<file path="src/rtl/uart_rx_pkg.sv">
package uart_rx_pkg;
    typedef enum logic [2:0] {
        RX_IDLE  = 3'd0,
        RX_START = 3'd1,
        RX_DATA  = 3'd2,
        RX_PAR   = 3'd3,
        RX_STOP  = 3'd4,
        RX_STOP2 = 3'd5
    } rx_state_e;
endpackage

</file>
<file path="src/rtl/uart_rx_sync.sv">
module uart_rx_sync #(
    parameter int STAGES = 2
) (
    input  logic clk,
    input  logic rst_n,
    input  logic din,
    output logic dout
);
    logic [STAGES-1:0] sync_d, sync_q;

    generate
        if (STAGES == 1) begin : g_single
            always_comb sync_d = din;
        end else begin : g_chain
            always_comb sync_d = {sync_q[STAGES-2:0], din};
        end
    endgenerate

    always_ff @(posedge clk or negedge rst_n) begin
        if (!rst_n) sync_q <= '1;
        else        sync_q <= sync_d;
    end

    assign dout = sync_q[STAGES-1];
endmodule

</file>
<file path="src/rtl/uart_rx_frame.sv">
module uart_rx_frame
    import uart_rx_pkg::*;
#(
    parameter int DATA_W = 8,
    parameter int OSR    = 16
) (
    input  logic              clk,
    input  logic              rst_n,
    input  logic              soft_rst,
    input  logic              tick,
    input  logic              rx,
    input  logic              cfg_par_en,
    input  logic              cfg_two_stop,
    output logic              done,
    output logic [DATA_W-1:0] data,
    output logic              par_bit,
    output logic              stop_ok
);
    localparam int CNT_W = $clog2(OSR);
    localparam int IDX_W = (DATA_W > 1) ? $clog2(DATA_W) : 1;
    localparam logic [CNT_W-1:0] MID_C  = CNT_W'(OSR / 2 - 1);
    localparam logic [CNT_W-1:0] LAST_C = CNT_W'(OSR - 1);
    localparam logic [IDX_W-1:0] TOP_C  = IDX_W'(DATA_W - 1);

    typedef struct packed {
        rx_state_e         st;
        logic [CNT_W-1:0]  cnt;
        logic [IDX_W-1:0]  idx;
        logic [DATA_W-1:0] sh;
        logic              par;
        logic              stop_ok;
        logic              prev;
        logic              done;
    } fr_t;

    localparam fr_t FR_RST = '{st: RX_IDLE, cnt: '0, idx: '0, sh: '0,
                               par: 1'b0, stop_ok: 1'b1, prev: 1'b1, done: 1'b0};

    fr_t fr_d, fr_q;

    always_comb begin
        fr_d      = fr_q;
        fr_d.done = 1'b0;
        if (tick) begin
            fr_d.prev = rx;
            unique case (fr_q.st)
                RX_IDLE: begin
                    if (fr_q.prev && !rx) begin
                        fr_d.st  = RX_START;
                        fr_d.cnt = '0;
                    end
                end
                RX_START: begin
                    if (fr_q.cnt == MID_C) begin
                        fr_d.cnt = '0;
                        fr_d.idx = '0;
                        fr_d.st  = rx ? RX_IDLE : RX_DATA;
                    end else begin
                        fr_d.cnt = fr_q.cnt + 1'b1;
                    end
                end
                RX_DATA: begin
                    if (fr_q.cnt == LAST_C) begin
                        fr_d.cnt = '0;
                        if (DATA_W > 1) fr_d.sh = {rx, fr_q.sh[DATA_W-1:1]};
                        else            fr_d.sh = rx;
                        if (fr_q.idx == TOP_C) fr_d.st = cfg_par_en ? RX_PAR : RX_STOP;
                        else                   fr_d.idx = fr_q.idx + 1'b1;
                    end else begin
                        fr_d.cnt = fr_q.cnt + 1'b1;
                    end
                end
                RX_PAR: begin
                    if (fr_q.cnt == LAST_C) begin
                        fr_d.cnt = '0;
                        fr_d.par = rx;
                        fr_d.st  = RX_STOP;
                    end else begin
                        fr_d.cnt = fr_q.cnt + 1'b1;
                    end
                end
                RX_STOP: begin
                    if (fr_q.cnt == LAST_C) begin
                        fr_d.cnt     = '0;
                        fr_d.stop_ok = rx;
                        fr_d.done    = 1'b1;
                        fr_d.st      = cfg_two_stop ? RX_STOP2 : RX_IDLE;
                    end else begin
                        fr_d.cnt = fr_q.cnt + 1'b1;
                    end
                end
                RX_STOP2: begin
                    if (fr_q.cnt == LAST_C) begin
                        fr_d.cnt = '0;
                        fr_d.st  = RX_IDLE;
                    end else begin
                        fr_d.cnt = fr_q.cnt + 1'b1;
                    end
                end
                default: fr_d = FR_RST;
            endcase
        end
        if (soft_rst) fr_d = FR_RST;
    end

    always_ff @(posedge clk or negedge rst_n) begin
        if (!rst_n) fr_q <= FR_RST;
        else        fr_q <= fr_d;
    end

    assign done    = fr_q.done;
    assign data    = fr_q.sh;
    assign par_bit = fr_q.par;
    assign stop_ok = fr_q.stop_ok;

    // a line that is high again at the mid-start sample aborts the frame
    p_false_start_r3: assert property (@(posedge clk) disable iff (!rst_n)
        (fr_q.st == RX_START && tick && fr_q.cnt == MID_C && rx && !soft_rst)
        |=> (fr_q.st == RX_IDLE));

    // completion is only reported straight after the stop state
    p_done_after_stop_r2: assert property (@(posedge clk) disable iff (!rst_n)
        fr_q.done |-> ($past(fr_q.st) == RX_STOP));

    // soft reset returns the engine to idle
    p_soft_idle_r1: assert property (@(posedge clk) disable iff (!rst_n)
        soft_rst |=> (fr_q.st == RX_IDLE && !fr_q.done));
endmodule

</file>
<file path="src/rtl/uart_rx_flags.sv">
module uart_rx_flags #(
    parameter int DATA_W = 8
) (
    input  logic              clk,
    input  logic              rst_n,
    input  logic              soft_rst,
    input  logic              done,
    input  logic [DATA_W-1:0] data,
    input  logic              par_bit,
    input  logic              stop_ok,
    input  logic              cfg_par_en,
    input  logic              cfg_par_odd,
    input  logic              rd_stb,
    input  logic              wr_stb,
    input  logic              wr_clr_frm,
    input  logic              wr_clr_par,
    output logic [DATA_W-1:0] rd_data,
    output logic              ready,
    output logic              ovr,
    output logic              frm,
    output logic              par
);
    typedef struct packed {
        logic [DATA_W-1:0] buf_v;
        logic              ready;
        logic              ovr;
        logic              frm;
        logic              par;
    } fl_t;

    localparam fl_t FL_RST = '{buf_v: '0, ready: 1'b0, ovr: 1'b0, frm: 1'b0, par: 1'b0};

    fl_t  fl_d, fl_q;
    logic par_bad;

    always_comb par_bad = cfg_par_en & ((^data) ^ par_bit ^ cfg_par_odd);

    always_comb begin
        fl_d = fl_q;
        if (rd_stb) fl_d.ready = 1'b0;
        if (wr_stb) begin
            if (wr_clr_frm) fl_d.frm = 1'b0;
            if (wr_clr_par) fl_d.par = 1'b0;
        end
        if (done) begin
            fl_d.buf_v = data;
            fl_d.ready = 1'b1;
            if (fl_q.ready && !rd_stb) fl_d.ovr = 1'b1;
            if (!stop_ok)              fl_d.frm = 1'b1;
            if (par_bad)               fl_d.par = 1'b1;
        end
        if (soft_rst) fl_d = FL_RST;
    end

    always_ff @(posedge clk or negedge rst_n) begin
        if (!rst_n) fl_q <= FL_RST;
        else        fl_q <= fl_d;
    end

    assign rd_data = fl_q.buf_v;
    assign ready   = fl_q.ready;
    assign ovr     = fl_q.ovr;
    assign frm     = fl_q.frm;
    assign par     = fl_q.par;

    p_soft_clear_r1: assert property (@(posedge clk) disable iff (!rst_n)
        soft_rst |=> (!fl_q.ready && !fl_q.ovr && !fl_q.frm && !fl_q.par));

    p_ready_on_done_r2: assert property (@(posedge clk) disable iff (!rst_n)
        (done && !soft_rst) |=> (fl_q.ready && fl_q.buf_v == $past(data)));

    p_read_clears_r4: assert property (@(posedge clk) disable iff (!rst_n)
        (rd_stb && !done && !soft_rst) |=> (!fl_q.ready && $stable(fl_q.buf_v)));

    p_ovr_set_r5: assert property (@(posedge clk) disable iff (!rst_n)
        (done && fl_q.ready && !rd_stb && !soft_rst) |=> fl_q.ovr);

    p_ovr_sticky_r6: assert property (@(posedge clk) disable iff (!rst_n)
        (fl_q.ovr && !soft_rst) |=> fl_q.ovr);

    p_frm_set_r7: assert property (@(posedge clk) disable iff (!rst_n)
        (done && !stop_ok && !soft_rst) |=> fl_q.frm);

    p_par_quiet_r9: assert property (@(posedge clk) disable iff (!rst_n)
        (!cfg_par_en && !fl_q.par && !soft_rst) |=> !fl_q.par);

    p_w1c_par_r10: assert property (@(posedge clk) disable iff (!rst_n)
        (wr_stb && wr_clr_par && !done && !soft_rst) |=> !fl_q.par);
endmodule

</file>
<file path="src/rtl/uart_rx_err.sv">
module uart_rx_err #(
    parameter int DATA_W      = 8,
    parameter int OSR         = 16,
    parameter int SYNC_STAGES = 2
) (
    input  logic              clk,
    input  logic              rst_n,
    input  logic              soft_rst,
    input  logic              tick,
    input  logic              rx_in,
    input  logic              cfg_par_en,
    input  logic              cfg_par_odd,
    input  logic              cfg_two_stop,
    input  logic              rd_stb,
    input  logic              wr_stb,
    input  logic              wr_clr_frm,
    input  logic              wr_clr_par,
    output logic [DATA_W-1:0] rd_data,
    output logic              rx_ready,
    output logic              err_ovr,
    output logic              err_frm,
    output logic              err_par
);
    logic              rx_s;
    logic              f_done;
    logic [DATA_W-1:0] f_data;
    logic              f_par;
    logic              f_stop_ok;

    uart_rx_sync #(.STAGES(SYNC_STAGES)) u_sync (
        .clk  (clk),
        .rst_n(rst_n),
        .din  (rx_in),
        .dout (rx_s)
    );

    uart_rx_frame #(.DATA_W(DATA_W), .OSR(OSR)) u_frame (
        .clk         (clk),
        .rst_n       (rst_n),
        .soft_rst    (soft_rst),
        .tick        (tick),
        .rx          (rx_s),
        .cfg_par_en  (cfg_par_en),
        .cfg_two_stop(cfg_two_stop),
        .done        (f_done),
        .data        (f_data),
        .par_bit     (f_par),
        .stop_ok     (f_stop_ok)
    );

    uart_rx_flags #(.DATA_W(DATA_W)) u_flags (
        .clk        (clk),
        .rst_n      (rst_n),
        .soft_rst   (soft_rst),
        .done       (f_done),
        .data       (f_data),
        .par_bit    (f_par),
        .stop_ok    (f_stop_ok),
        .cfg_par_en (cfg_par_en),
        .cfg_par_odd(cfg_par_odd),
        .rd_stb     (rd_stb),
        .wr_stb     (wr_stb),
        .wr_clr_frm (wr_clr_frm),
        .wr_clr_par (wr_clr_par),
        .rd_data    (rd_data),
        .ready      (rx_ready),
        .ovr        (err_ovr),
        .frm        (err_frm),
        .par        (err_par)
    );
endmodule

</file>
<file path="config.mk">
export PLATFORM = sky130hd
export DESIGN_NAME = uart_rx_err
export DESIGN_NICKNAME = d
export VERILOG_FILES = /design/src/rtl/uart_rx_pkg.sv /design/src/rtl/uart_rx_sync.sv /design/src/rtl/uart_rx_frame.sv /design/src/rtl/uart_rx_flags.sv /design/src/rtl/uart_rx_err.sv
export SDC_FILE = /design/constraint.sdc
export NUM_CORES = 1
export LEC_CHECK = 0
export BUFFER_PORTS_ARGS = -buffer_cell sky130_fd_sc_hd__buf_2
export CAP_MARGIN = 0
export CORE_UTILIZATION = 35
export DETAILED_ROUTE_END_ITERATION = 12
export PLACE_DENSITY = 0.59
export SETUP_SLACK_MARGIN = 0.3
export SYNTH_ARGS = -nofsm -noshare
export SYNTH_HDL_FRONTEND = slang
export SYNTH_SLANG_ARGS = --single-unit
export TNS_END_PERCENT = 5
</file>
<file path="constraint.sdc">
create_clock -name clk -period 2.2 [get_ports clk]
set_clock_uncertainty 0.2 [all_clocks]
set_input_delay 0 -clock clk [delete_from_list [all_inputs] [get_ports clk]]
set_output_delay 0 -clock clk [all_outputs]
set_load 0.02 [all_outputs]
</file>
; ---- After elaboration in Yosys (flattened, before gate mapping)
; Cells that the tools add are included.
[word_totals]
regBits = 36
[op_classes]
reduce_logical = 22
n_eq_ne = 20
n_mux = 35
addsub = 2
bitwise_logic = 3
[ops]
columns = op, n
row1 = 22-bit 2-to-1 mux, 2
row2 = 7-bit case mux with 6 select lines, 1
row3 = 3-bit 2-to-1 mux, 10
row4 = 12-bit 2-to-1 mux, 2
row5 = 3-bit by 2-bit != test with 1-bit output (second input constant), 7
row6 = 8-bit case mux with 2 select lines, 1
row7 = 5-bit OR reduction, 3
row8 = 11-bit 2-to-1 mux, 1
row9 = 1-bit 2-to-1 mux, 10
row10 = 3-bit == test (second input constant), 3
row11 = 3-bit case mux with 3 select lines, 1
row12 = 3-bit AND reduction, 3
row13 = 4-bit 2-to-1 mux, 2
row14 = 2-bit by 1-bit != test with 1-bit output (second input constant), 4
row15 = 8-bit AND reduction, 1
row16 = 8-bit XOR reduction, 1
row17 = 7-bit 2-to-1 mux, 1
row18 = 3-bit by 2-bit == test with 1-bit output (second input constant), 2
row19 = 2-bit nonzero test, 3
row20 = 6-bit OR reduction, 1
row21 = 5-bit AND reduction, 1
row22 = 4-bit by 1-bit adder with 4-bit output (second input constant), 1
row23 = 4-bit by 3-bit == test with 1-bit output (second input constant), 1
row24 = 4-bit == test (second input constant), 1
row25 = 13 further kinds, 19

; ---- Longest topological paths before layout
[depth]
depth_word = 7
depth_mapped = 6

; ---- By module
; A second synthesis with hierarchy kept.
[unflattened]
cells_unflattened = 193
hier_area_um2 = 2005.7
[modules_own_cells]
columns = module, area_each_um2, n_inst, cells_per_inst
row1 = uart_rx_frame, 1381.3, 1, 140
row2 = uart_rx_flags, 571.8, 1, 51
row3 = uart_rx_sync, 52.6, 1, 2

; ---- Worst setup path after synthesis
; No wires, ideal clock.
[synth_timing]
path_type = reg2reg
start = register u_frame.fr_q[15] (netlist name)
end = register u_frame.fr_q (netlist bit u_frame.data[0])
required_time_ns = 1.919
slack_ns = 0.349
t_arrival_ns = 1.570
setup_time_ns = 0.081
path_stages_with_launch = 6
synth_period_minus_slack_ns = 1.851
path_cell_list = dfrtp_1 ha_1 nand3_1 o21bai_1 a31oi_2 mux2i_1
[synth_via]
elab_chain_cells = 3
[synth_rtl]
columns = element, line_no
row1 = from (decl), uart_rx_frame.sv:39  ; fr_t fr_d, fr_q;
row2 = from (signal assigned), uart_rx_frame.sv:108  ; else fr_q <= fr_d;
row3 = 4-bit == test, uart_rx_frame.sv:63  ; if (fr_q.cnt == LAST_C) begin
row4 = 3-bit by 2-bit != test with 1-bit output (no line), --
row5 = 3-bit AND reduction (no line), --
; Every way passes these cells.
; A chain may end at the register's enable or synchronous reset.

; ---- Worst setup path in the final report
[layout_timing]
start = register u_frame.fr_q[21] (netlist name)
end = register u_frame.fr_q[12] (netlist name)
[layout_via]
elab_chain_cells = 5
word_cells_on_any_way = 15
cone_classes = eq/ne (9) / mux (3) / reduce/logical (3)
[layout_rtl]
columns = element, line_no
row1 = 3-bit by 2-bit == test with 1-bit output (tied with other cells), uart_rx_frame.sv:46  ; unique case (fr_q.st)
row2 = 4-bit OR reduction (no line), --
row3 = 3-bit case mux with 3 select lines, uart_rx_frame.sv:46
row4 = 22-bit 2-to-1 mux, uart_rx_frame.sv:44  ; if (tick) begin
row5 = 22-bit 2-to-1 mux, uart_rx_frame.sv:103  ; if (soft_rst) fr_d = FR_RST;
; Several ways; a longest one is shown, not always the timed one. The select of a mux whose other input is x is not followed.

==> summary.md <==
| Metric | Value |
|---|---|
| Psw | `0.3046 mW` |
| Max-slew violations | `0` |
| Hold path cells | `5` |
| Yosys warning total | `0` |
| Core Box Area | `around 5200 um^2` |
| CTS tree | `built` |
| R2r worst-path depth | `5` |
| #FFs+latches synth | `36` |
| Synthesized netlist cell count | `around 200` |
| CP Launch Type | `register` |
| Critical Path End Type | `register` |
| GRT overflow | `0` |
| RSZ-0062 raised after global routing | `true` |
| Initial antenna violation count | `0` |
| Combinational share of power | `8.2%` |
| Initial Util | `37.14%` |
| Number of synthesized flops with an enable pin | `0` |
| ANT nets after route | `0` |
| Port bufs | `23` |
| Internal Pwr Total | `0.9726 mW` |
| Total placed cells including tap cells | `roughly 280` |
| Syn nets | `210` |
| DR WL/cell | `~13 um` |
| # rows | `26` |
| Routed vias/inst | `roughly 5.0` |
| Final hold vios | `0` |
| WP data required | `2.18 ns` |
| Endpoints failing setup | `0` |
| Final Non-Filler Cells | `303` |
| Die W | `76.32 um` |
| Sequential area share after synthesis | `46.86%` |
| Die area | `5824 um^2` |
| # diodes | `0` |
| Largest net degree at the start of global routing | `37` |
| Routed wire length | `between 3000 and 4000 um` |
| Setup Total Neg Slack | `0 ns` |
| Gr usage total | `15.17%` |
| First-pass GRT wire length | `6927 um` |
| Critical path fanouts, max | `12` |
| H-tree depth | `2` |
| Max-cap violation count | `0` |
| Clock tree sinks | `36` |
| Final Power | `1.277 mW` |
| Main flop type after synthesis | `dfrtp_1` |
| DR iter-0 viols | `98` |
| Clk pwr share | `38.7%` |
| Hpwl dp | `2517 um` |
| Detailed Routing Iterations Pass 1 | `4` |
| Num ports | `24` |
| Nets@finish | `247` |
| Crit path kind | `register to register` |
| Share of layout cells above drive strength 1 | `21.46%` |
| Synth unique cells | `44` |
| Leak | `between 1 and 1.5 nW` |
| Root buffer cell | `clkbuf_8` |
| Worst VDD drop | `roughly 0.00023 V` |
| GPL Wtd Cong | `0.7826` |
| Die Y | `76.32 um` |
| Slew HR | `roughly 47%` |
| Mean Syn Cell Area | `9.913 um^2` |
| Power per cell area | `541.0 nW/um^2` |
| Latest clock arrival within the worst-skew pair | `0.29 ns` |
| Vias | `1511` |
| WP data arrival | `1.84 ns` |
| Netlist Area Pre-Place | `1933 um^2` |
| Worst slew pin tran | `0.7934 ns` |
| Clock buffer depth | `2` |
| Sw Share | `approximately a quarter` |
| Sequential Power Share | `53.1%` |
| Clock slew at reported path FFs | `0.07 ns` |
| Vias in the first global route | `1533` |
| HP Class | `input port to register` |
| Area delta synth->final | `22.14%` |
| Status | `completed` |
| Post-route DRC | `0` |
| Ys async rst share | `100.0%` |
| Final min period | `roughly 1.9 ns` |
| Final critical-path share of the clock period | `84.64%` |
| Highest Clock Rate | `537.0 MHz` |
| Cts bufs inserted | `5` |
cell usage in the layout, fill, tap and decap left out, types with 2 or more instances in the layout:
master | synthesis | final
o2bb2ai_1 | 2 | 2
xnor2_1 | 7 | 7
o21bai_1 | 4 | 4
nand2b_1 | 4 | 4
dfrtp_2 | 0 | 2
nor2b_1 | 7 | 7
a31oi_1 | 2 | 2
a21oi_1 | 12 | 12
buf_2 | 5 | 23
clkbuf_8 | 0 | 6
dlygate4sd3_1 | 0 | 12
or4_1 | 2 | 2
inv_1 | 11 | 11
nand3b_1 | 3 | 3
buf_4 | 0 | 6
nor2_1 | 17 | 17
dfrtp_1 | 32 | 30
o21ai_0 | 5 | 5
xor2_1 | 2 | 2
nand2_1 | 16 | 16
dfstp_2 | 4 | 4
nand4_1 | 4 | 4
mux2i_1 | 20 | 20
nand3_1 | 4 | 3
o22ai_1 | 2 | 2
ha_1 | 3 | 2
routing by layer:
layer / up-vias / GRT usage (%) / part of all wire (%)
li1: 751 / - / -
met1: 723 / 19.20 / 49
met2: 31 / 23.60 / 45
met3: 6 / 3.952 / 3.6
met4: 0 / 8.269 / 2.2
met5: - / 0 / 0
synthesized netlist by cell type, drive strengths merged (3+ instances only):
cell	n	area [um^2]
dfrtp	32	800.8
mux2i	20	200.2
nor2	17	63.81
nand2	16	60.06
a21oi	12	60.06
inv	11	41.29
buf	8	36.28
nor2b	7	43.79
o21ai	7	35.03
xnor2	7	61.31
dfstp	4	105.1
nand2b	4	25.02
nand3	4	20.02
nand4	4	25.02
o21bai	4	30.03
a31oi	3	25.02
clkbuf	3	11.26
ha	3	37.54
nand3b	3	22.52
worst max-delay path: stages (launching register included):
cell	delay, ns
dfrtp_2	0.49
or3b_1	0.47
o21ai_2	0.23
a311oi_2	0.07
buf_4	0.17
mux2i_1	0.12
power by group through the flow:
stage                     clock network [mW]  registers (mW)  logic, mW
after floorplan                            0           0.688     0.0540
after global placement                     0           0.690     0.0906
after detailed placement                   0           0.690     0.0903
after CTS                              0.513           0.677      0.106
after global routing                   0.536           0.679      0.118
final                                  0.494           0.678      0.105
per-stage QoR:
stage / setup slack (ns) / instance area (um^2) / hold slack, ns / utilization, %
CTS: 0.3015 / 2349 / 0.1135 / 45.12
global route: 0.2395 / 2361 / 0.1441 / 45.36
global placement: 0.2875 / 2126 / -0.09188 / 40.84
detailed placement: 0.2392 / 2126 / -0.09151 / 40.84
floorplan: 0.3493 / 1933 / -0.4956 / -
finish: 0.3379 / 2361 / 0.1226 / 45.36
worst paths after layout:
path                                  start               end  slack, ns
max                        u_frame.fr_q[21]  u_frame.fr_q[12]       0.34
min                             cfg_par_odd       u_flags.par       0.12
max reg2reg                u_frame.fr_q[21]  u_frame.fr_q[12]       0.34
min reg2reg                u_sync.sync_q[0]  u_sync.sync_q[1]       0.16
max in group asynchronous             rst_n  u_frame.fr_q[21]       1.12
min in group asynchronous             rst_n  u_frame.fr_q[15]       0.13
cell type report:
| class | instances | area (um^2) |
|---|---|---|
| inverters | 11 | 41.29 |
| fillers | 525 | 2844 |
| multi-input cells | 137 | 949.7 |
| clock buffers | 7 | 86.33 |
| clock inverters | 1 | 7.507 |
| well taps | 70 | 87.58 |
| flip-flops and latches | 36 | 908.4 |
| repair buffers | 41 | 280.3 |
cell families (layout without fill, tap and decap cells):
kind of cell / after synthesis / after routing / synth area share, %
DFF: 36 / 36 / 46.86
and+or+nand+nor: 67 / 67 / 18.12
buffers and inverters: 22 / 60 / 4.595
adders and majority gates: 3 / 3 / 1.942
muxes: 20 / 20 / 10.36
xor gates and xnor gates: 10 / 10 / 5.243
AOI/OAI and AO/OA: 37 / 37 / 12.88
timing repair:
action	in CTS	in global routing
setup endpoints to repair	3	15
buffers inserted	1	0
resized for setup	1	4
hold endpoints to repair	51	0
pin swaps	1	0
hold buffers	12	0
sequential cells by signal, indices dropped and copies added, names as in the netlist:
name	count
u_flags.frm	1
u_frame.par_bit	1
u_flags.rd_data	8
u_frame.fr_q	11
u_frame.stop_ok	1
u_flags.par	1
u_sync.sync_q	2
u_flags.ovr	1
u_flags.ready	1
u_frame.done	1
u_frame.data	8
(Power assumes the default switching activity.)
